**config.mk**
```make
export PLATFORM = sky130hd
export DESIGN_NAME = ccd_sweep_gen
export DESIGN_NICKNAME = d
export VERILOG_FILES = /design/src/rtl/ccd_sweep_pkg.sv /design/src/rtl/sweep_line_timer.sv /design/src/rtl/sweep_phase_gen.sv /design/src/rtl/sweep_stage_ctrl.sv /design/src/rtl/ccd_sweep_gen.sv
export SDC_FILE = /design/constraint.sdc
export NUM_CORES = 1
export LEC_CHECK = 0
export ABC_AREA = 1
export BUFFER_PORTS_ARGS = -buffer_cell sky130_fd_sc_hd__clkbuf_2
export CAP_MARGIN = 15
export CELL_PAD_IN_SITES_DETAIL_PLACEMENT = 1
export CELL_PAD_IN_SITES_GLOBAL_PLACEMENT = 2
export CORE_MARGIN = 4
export CORE_UTILIZATION = 26
export DETAILED_ROUTE_END_ITERATION = 12
export GPL_TIMING_DRIVEN = 0
export PLACE_DENSITY_LB_ADDON = 0.1
export SYNTH_ARGS = -nofsm -noshare
export SYNTH_HDL_FRONTEND = slang
export SYNTH_SLANG_ARGS = --single-unit
```
**constraint.sdc**
```tcl
create_clock -name clk -period 2.7 [get_ports clk]
set_input_delay 0.54 -clock clk [delete_from_list [all_inputs] [get_ports clk]]
set_output_delay 0.54 -clock clk [all_outputs]
set_load 0.05 [all_outputs]
```
**src/rtl/ccd_sweep_pkg.sv**
```systemverilog
package ccd_sweep_pkg;

  typedef enum logic [1:0] {
    SW_IDLE  = 2'd0,
    SW_ARMED = 2'd1,
    SW_RUN   = 2'd2
  } sweep_state_e;

  // number of stages for the selected sweep length
  function automatic int unsigned stage_target(input logic short_sel,
                                               input int unsigned long_n,
                                               input int unsigned short_n);
    return short_sel ? short_n : long_n;
  endfunction

  // clocks during which both waveforms are high within one period
  function automatic int unsigned overlap_clks(input int unsigned step,
                                               input int unsigned a_off,
                                               input int unsigned b_off);
    return step - (b_off - a_off);
  endfunction

endpackage

```
**src/rtl/sweep_line_timer.sv**
```systemverilog
module sweep_line_timer #(
  parameter int unsigned LINE_CLKS = 2280,
  parameter int unsigned STEP_CLKS = 40,
  parameter int unsigned A_OFF     = 2,
  parameter int unsigned B_OFF     = 22
) (
  input  logic clk,
  input  logic rst_n,
  input  logic line_start,
  output logic a_hit,
  output logic b_hit
);
  localparam int unsigned PW = $clog2(LINE_CLKS + 1);
  localparam int unsigned SW = $clog2(STEP_CLKS);
  localparam logic [PW-1:0] LINE_MAX = PW'(LINE_CLKS);
  localparam logic [SW-1:0] SUB_MAX  = SW'(STEP_CLKS - 1);
  localparam logic [SW-1:0] A_SLOT   = SW'(A_OFF);
  localparam logic [SW-1:0] B_SLOT   = SW'(B_OFF);

  logic [PW-1:0] pos_q, pos_now;
  logic [SW-1:0] sub_q, sub_now;
  logic          in_line;

  // offset of the current clock inside the line; parks past the end
  always_comb begin
    if (line_start) begin
      pos_now = '0;
      sub_now = '0;
    end else begin
      pos_now = (pos_q == LINE_MAX) ? pos_q : pos_q + 1'b1;
      sub_now = (sub_q == SUB_MAX) ? '0 : sub_q + 1'b1;
    end
  end

  assign in_line = (pos_now != LINE_MAX);
  assign a_hit   = in_line && (sub_now == A_SLOT);
  assign b_hit   = in_line && (sub_now == B_SLOT);

  always_ff @(posedge clk or negedge rst_n) begin
    if (!rst_n) begin
      pos_q <= LINE_MAX;
      sub_q <= '0;
    end else begin
      pos_q <= pos_now;
      sub_q <= sub_now;
    end
  end


  a_in_line_chk: assert property (@(posedge clk) disable iff (!rst_n)
    a_hit |-> (pos_now < LINE_MAX) && !b_hit);

endmodule

```
**src/rtl/sweep_phase_gen.sv**
```systemverilog
module sweep_phase_gen (
  input  logic clk,
  input  logic rst_n,
  input  logic run,
  input  logic a_hit,
  input  logic b_hit,
  output logic phase_a,
  output logic phase_b,
  output logic stage_end
);
  // a stage closes when the group 2/4 waveform falls
  assign stage_end = run && b_hit && phase_b;

  always_ff @(posedge clk or negedge rst_n) begin
    if (!rst_n) begin
      phase_a <= 1'b0;
      phase_b <= 1'b0;
    end else if (!run) begin
      phase_a <= 1'b0;
      phase_b <= 1'b0;
    end else begin
      if (a_hit) phase_a <= ~phase_a;
      if (b_hit) phase_b <= ~phase_b;
    end
  end


  idle_low_chk: assert property (@(posedge clk) disable iff (!rst_n)
    !run |=> (!phase_a && !phase_b));


  b_rise_inside_a_chk: assert property (@(posedge clk) disable iff (!rst_n)
    (run && b_hit && !phase_b) |-> phase_a);

endmodule

```
**src/rtl/sweep_stage_ctrl.sv**
```systemverilog
module sweep_stage_ctrl
  import ccd_sweep_pkg::*;
#(
  parameter int unsigned LONG_STAGES  = 1368,
  parameter int unsigned SHORT_STAGES = 684
) (
  input  logic clk,
  input  logic rst_n,
  input  logic line_start,
  input  logic go,
  input  logic short_sel,
  input  logic stage_end,
  output logic run,
  output logic done
);
  localparam int unsigned MAX_N = (LONG_STAGES > SHORT_STAGES) ? LONG_STAGES : SHORT_STAGES;
  localparam int unsigned CW    = $clog2(MAX_N + 1);

  sweep_state_e  st_q;
  logic          sel_q;
  logic [CW-1:0] cnt_q;
  logic [CW-1:0] tgt;
  logic          last_stage;
  logic          done_q;

  assign tgt        = CW'(stage_target(sel_q, LONG_STAGES, SHORT_STAGES));
  assign last_stage = (cnt_q == tgt - CW'(1));
  assign run        = (st_q == SW_RUN);
  assign done       = done_q;

  always_ff @(posedge clk or negedge rst_n) begin
    if (!rst_n) begin
      st_q   <= SW_IDLE;
      sel_q  <= 1'b0;
      cnt_q  <= '0;
      done_q <= 1'b0;
    end else begin
      done_q <= 1'b0;
      unique case (st_q)
        SW_IDLE: if (go) begin
          st_q  <= SW_ARMED;
          sel_q <= short_sel;
        end
        SW_ARMED: if (line_start) begin
          st_q  <= SW_RUN;
          cnt_q <= '0;
        end
        SW_RUN: if (stage_end) begin
          if (last_stage) begin
            st_q   <= SW_IDLE;
            done_q <= 1'b1;
          end else begin
            cnt_q <= cnt_q + 1'b1;
          end
        end
        default: st_q <= SW_IDLE;
      endcase
    end
  end


  cnt_bound_chk: assert property (@(posedge clk) disable iff (!rst_n)
    run |-> (cnt_q < tgt));


  stop_at_count_chk: assert property (@(posedge clk) disable iff (!rst_n)
    (run && stage_end && last_stage) |=> (!run && done_q));


  done_pulse_chk: assert property (@(posedge clk) disable iff (!rst_n)
    done_q |=> !done_q);


  retrig_ignored_chk: assert property (@(posedge clk) disable iff (!rst_n)
    (st_q != SW_IDLE && go) |=> $stable(sel_q));

endmodule

```
**src/rtl/ccd_sweep_gen.sv**
```systemverilog
module ccd_sweep_gen
  import ccd_sweep_pkg::*;
#(
  parameter int unsigned LINE_CLKS    = 2280,
  parameter int unsigned STEP_CLKS    = 40,
  parameter int unsigned A_OFF        = 2,
  parameter int unsigned B_OFF        = 22,
  parameter int unsigned LONG_STAGES  = 1368,
  parameter int unsigned SHORT_STAGES = 684,
  parameter int unsigned MIN_OVERLAP  = 20
) (
  input  logic       clk,
  input  logic       rst_n,
  input  logic       line_start,
  input  logic       sweep_go,
  input  logic       short_sweep,
  output logic [3:0] vphase,
  output logic       sweep_done
);
  localparam int unsigned OW        = $clog2(STEP_CLKS + 1);
  localparam int unsigned NOM_OVL   = overlap_clks(STEP_CLKS, A_OFF, B_OFF);
  localparam logic [OW-1:0] OVL_SAT = OW'(STEP_CLKS);

  logic a_hit, b_hit;
  logic run, stage_end;
  logic phase_a, phase_b;

  sweep_line_timer #(
    .LINE_CLKS(LINE_CLKS), .STEP_CLKS(STEP_CLKS), .A_OFF(A_OFF), .B_OFF(B_OFF)
  ) u_timer (
    .clk(clk), .rst_n(rst_n), .line_start(line_start),
    .a_hit(a_hit), .b_hit(b_hit)
  );

  sweep_stage_ctrl #(
    .LONG_STAGES(LONG_STAGES), .SHORT_STAGES(SHORT_STAGES)
  ) u_ctrl (
    .clk(clk), .rst_n(rst_n), .line_start(line_start), .go(sweep_go),
    .short_sel(short_sweep), .stage_end(stage_end),
    .run(run), .done(sweep_done)
  );

  sweep_phase_gen u_phase (
    .clk(clk), .rst_n(rst_n), .run(run), .a_hit(a_hit), .b_hit(b_hit),
    .phase_a(phase_a), .phase_b(phase_b), .stage_end(stage_end)
  );

  // even groups follow waveform A, odd groups waveform B
  for (genvar g = 0; g < 4; g++) begin : g_map
    if (g % 2 == 0) begin : g_a
      assign vphase[g] = phase_a;
    end else begin : g_b
      assign vphase[g] = phase_b;
    end
  end

  // run length of the both-high window, for the overlap rule
  logic [OW-1:0] ovl_q;
  always_ff @(posedge clk or negedge rst_n) begin
    if (!rst_n)                 ovl_q <= '0;
    else if (phase_a && phase_b) ovl_q <= (ovl_q == OVL_SAT) ? ovl_q : ovl_q + 1'b1;
    else                        ovl_q <= '0;
  end


  min_overlap_chk: assert property (@(posedge clk) disable iff (!rst_n)
    $fell(phase_a) |-> (ovl_q >= OW'(MIN_OVERLAP)) && (NOM_OVL >= MIN_OVERLAP));


  a_fall_inside_b_chk: assert property (@(posedge clk) disable iff (!rst_n)
    $fell(phase_a) |-> phase_b);


  done_quiet_chk: assert property (@(posedge clk) disable iff (!rst_n)
    sweep_done |-> (vphase == 4'b0000) && $fell(phase_b));

endmodule

```
==> Implementation_results.wiki <==
{| class="wikitable"
! Metric !! Value
|-
| Nets in the synthesized netlist || 316
|-
| Deepest clock path buffer count || 2
|-
| Number of global-route vias before repair || 2018
|-
| Flop and latch count out of synthesis || 35
|-
| Antenna violations before repair || 0
|-
| Largest area contributor in the synthesized netlist || dfrtp_1
|-
| Share of post-route cells with drive strength above 1 || 16.4%
|-
| Routed length per placed instance || 13.8 um
|-
| Sequential area share after synthesis || 40.4%
|-
| Detail Placement HPWL || 4.37 mm
|-
| Avg Synthesized Cell Area || 7.11 um^2
|-
| Top-level port count || 10
|-
| Count of endpoints failing hold in the final timing report || 0
|-
| Cell at the root of the clock tree || clkbuf_8
|-
| Netlist cell types || 27
|-
| Final antenna-violating net count || 0
|-
| Setup repair bufs after CTS || 0
|-
| IR drop worst, VDD || 0.000453 V
|-
| Horizontal die dimension || 99.6 um
|-
| Growth of design area from synthesis to finish || 11.9%
|-
| Worst endpoint data arrival time || 2.51 ns
|-
| Worst setup path category || reg2reg
|-
| Combinational family with the most area after synthesis || simple AND/OR/NAND/NOR gates
|-
| Yosys top cell area share || 34.4%
|-
| Number of buffers added by the clock tree synthesis step || 5
|-
| Synthesized-area fraction occupied by xor and xnor cells || 0.401%
|-
| Hold-fix buffer count after cts || 0
|-
| Worst min path class || in2async
|-
| Nets@finish || 332
|-
| Clock tree from TritonCTS || yes
|-
| Latest clock arrival within the worst-skew pair || 0.29 ns
|-
| Power density of the placed cells || 619 nW/um^2
|-
| Required arrival time at the worst endpoint || 2.89 ns
|-
| Via count || 1951
|-
| Number of iterations in the first detailed-routing pass || 4
|-
| Maximum frequency from static timing analysis || 430 MHz
|-
| Clock-pin slew reported for the worst setup and hold paths after clock tree synthesis || 0.08 ns
|-
| Post_cts resized || 0
|-
| Overall overflow remaining after global route || 0
|-
| Result of the run || complete, no violations
|-
| Cell Rows || 33
|-
| Static Leak || 1.19 nW
|-
| Area of the mapped netlist || 2180 um^2
|-
| Compound-Gate Fraction of Synth Area || 4.93%
|-
| Die area || 9930 um^2
|-
| Final setup skew || 0.00564 ns
|-
| Max-slew violation count || 0
|-
| Post-Synth Simple-Gate Area || 40.1%
|-
| Capturing element type of the critical path || flip-flop
|-
| Final setup viols || 0
|-
| Period Utilization, post-route || 86.2%
|-
| Input/output buffers || 9
|-
| Filler cell count || 1041
|-
| Worst slew margin relative to its limit || 37.8%
|-
| Number of instances in the synthesized netlist || 307
|-
| Die span in y || 99.6 um
|-
| Multiplexer share of the synthesized area || 0.516%
|-
| Maximum number of pins on one net before global-route repair || 36
|-
| Final wirelength || 5.94 mm
|-
| CP max FO || 10
|-
| Starting density of the core || 26.7%
|-
| Setup repair after global routing missed its margin || false
|-
| Final sum of negative setup slack || 0 ns
|-
| Type of origin of the critical path || flip-flop
|-
| Tot Pwr || 1.51 mW
|-
| MaxCap Viol Count || 0
|-
| GRT Util Overall || 13.0%
|-
| Core Footprint || 8180 um^2
|-
| DRC violation total after the first TritonRoute iteration || 43
|-
| Global-route wire length before repair || 10.2 mm
|-
| Fraction of the mapped netlist area in adder cells || 2.29%
|-
| Time the final worst path needs with I/O delays and setup || 2.33 ns
|-
| Gpl congestion || 0.705
|-
| # H-tree levels || 2
|-
| Average via count per standard cell || 4.55
|-
| Actual slew at the worst max-slew pin || 0.933 ns
|-
| # diodes || 0
|-
| Number of design rule violations left after detail routing || 0
|-
| Ys Warns || 0
|-
| Largest cells by area after synthesis || dfrtp_1 (34%), nand2_1 (14%), inv_1 (7.6%)
|-
| Number of sinks driven by the clock tree || 35
|}
## power breakdown
group / switching (mW) / internal, mW
clock network: 0.203 / 0.177
registers: 0.0455 / 0.572
logic: 0.359 / 0.156
## layout by cell type, fill, tap and decap left out
cell	Yosys	routed
nand2_1	82	82
inv_1	44	44
nor2_1	32	32
dfrtp_1	30	30
nand3_1	24	24
nand4_1	18	18
nor2_2	11	11
a21oi_1	11	11
nor3_1	9	9
clkbuf_2	0	9
o21ai_0	8	8
buf_4	6	6
clkbuf_8	0	5
dfstp_2	5	5
inv_2	4	4
ha_1	4	4
nand3_2	3	3
nor4_1	3	3
clkinv_2	0	3
nand2_2	2	2
clkbuf_1	2	2
nor2_4	1	1
clkinv_1	1	1
nand2_4	1	1
nand3_4	1	1
buf_6	1	1
xor2_1	1	1
mux2_2	1	1
o22ai_1	1	1
a31oi_1	1	1
## critical path: stages, from the launching register on
cell	delay (ns)
dfrtp_1	0.42
inv_1	0.12
ha_1	0.19
nand2_1	0.06
inv_1	0.05
nand2_1	0.04
nor2_1	0.19
nand3_1	0.11
nand3_1	0.13
nand2_1	0.08
nor2_1	0.14
nand3_2	0.13
nand3_2	0.13
nand2_4	0.08
buf_4	0.19
nand4_1	0.09
nand2_1	0.06
## cells by family (layout without fill, tap and decap cells)
| kind of cell | after synthesis | in the layout |
|---|---|---|
| AOI/OAI and AO/OA | 21 | 21 |
| xor gates and xnor gates | 1 | 1 |
| adders and majority gates | 4 | 4 |
| buffers and inverters | 58 | 75 |
| DFF | 35 | 35 |
| muxes | 1 | 1 |
| and+or+nand+nor | 187 | 187 |
## final cells by class
| class | instances | area (um^2) | share of cell area, % |
|---|---|---|---|
| multi-input cells | 214 | 1050 | 43.1 |
| flip-flops and latches | 35 | 882 | 36.1 |
| inverters | 49 | 184 | 7.53 |
| well taps | 105 | 131 | 5.38 |
| clock buffers | 5 | 68.8 | 2.82 |
| plain buffers | 9 | 63.8 | 2.61 |
| repair buffers | 9 | 45.0 | 1.84 |
| clock inverters | 3 | 15.0 | 0.614 |
## per-layer routing
| metal | GRT usage [%] | vias to the layer above | wire length, um |
|---|---|---|---|
| met3 | 2.95 | 5 | 143 |
| li1 | - | 1016 | - |
| met5 | 0 | - | 0 |
| met1 | 18.1 | 913 | 3130 |
| met2 | 19.8 | 17 | 2590 |
| met4 | 4.31 | 0 | 78 |
## stage by stage
stage / instances / hold WS [ns] / area, um^2 / util [%] / setup WS, ns
after floorplan: 307 / 0.244 / 2180 / - / 0.804
after global placement: 421 / 0.491 / 2360 / 28.9 / 0.309
after detailed placement: 421 / 0.498 / 2360 / 28.9 / 0.306
after CTS: 429 / 0.442 / 2440 / 29.9 / 0.305
after global routing: 429 / 0.444 / 2440 / 29.9 / 0.0273
final: 429 / 0.377 / 2440 / 29.9 / 0.373
## state kept, by name (all words and copies together), names as in the netlist
register	flops
u_ctrl.sel_q	1
u_phase.phase_b	1
u_ctrl.done	1
u_ctrl.st_q	2
u_timer.pos_q	12
u_timer.sub_q	6
u_phase.phase_a	1
u_ctrl.cnt_q	11
## cell usage after synthesis, drive strengths merged
cell,instances
nand2,85
inv,48
nor2,44
dfrtp,30
nand3,28
nand4,18
a21oi,11
nor3,9
o21ai,8
buf,7
dfstp,5
ha,4
nor4,3
clkbuf,2
a31oi,1
clkinv,1
mux2,1
o22ai,1
xor2,1
## path summary, 6_finish.rpt
check                                  from  depth (start not counted)  slack, ns               end
hold reg to reg             u_ctrl.cnt_q[9]                          2       0.51   u_ctrl.cnt_q[9]
max in group asynchronous             rst_n                          1       1.74  u_timer.pos_q[4]
hold / removal                        rst_n                          1       0.38  u_timer.sub_q[5]
min in group clk                short_sweep                          2       0.48      u_ctrl.sel_q
setup reg to reg           u_timer.pos_q[0]                         16       0.37   u_ctrl.cnt_q[6]
setup / recovery           u_timer.pos_q[0]                         16       0.37   u_ctrl.cnt_q[6]
No activity file was read; power rests on OpenSTA's default activity.
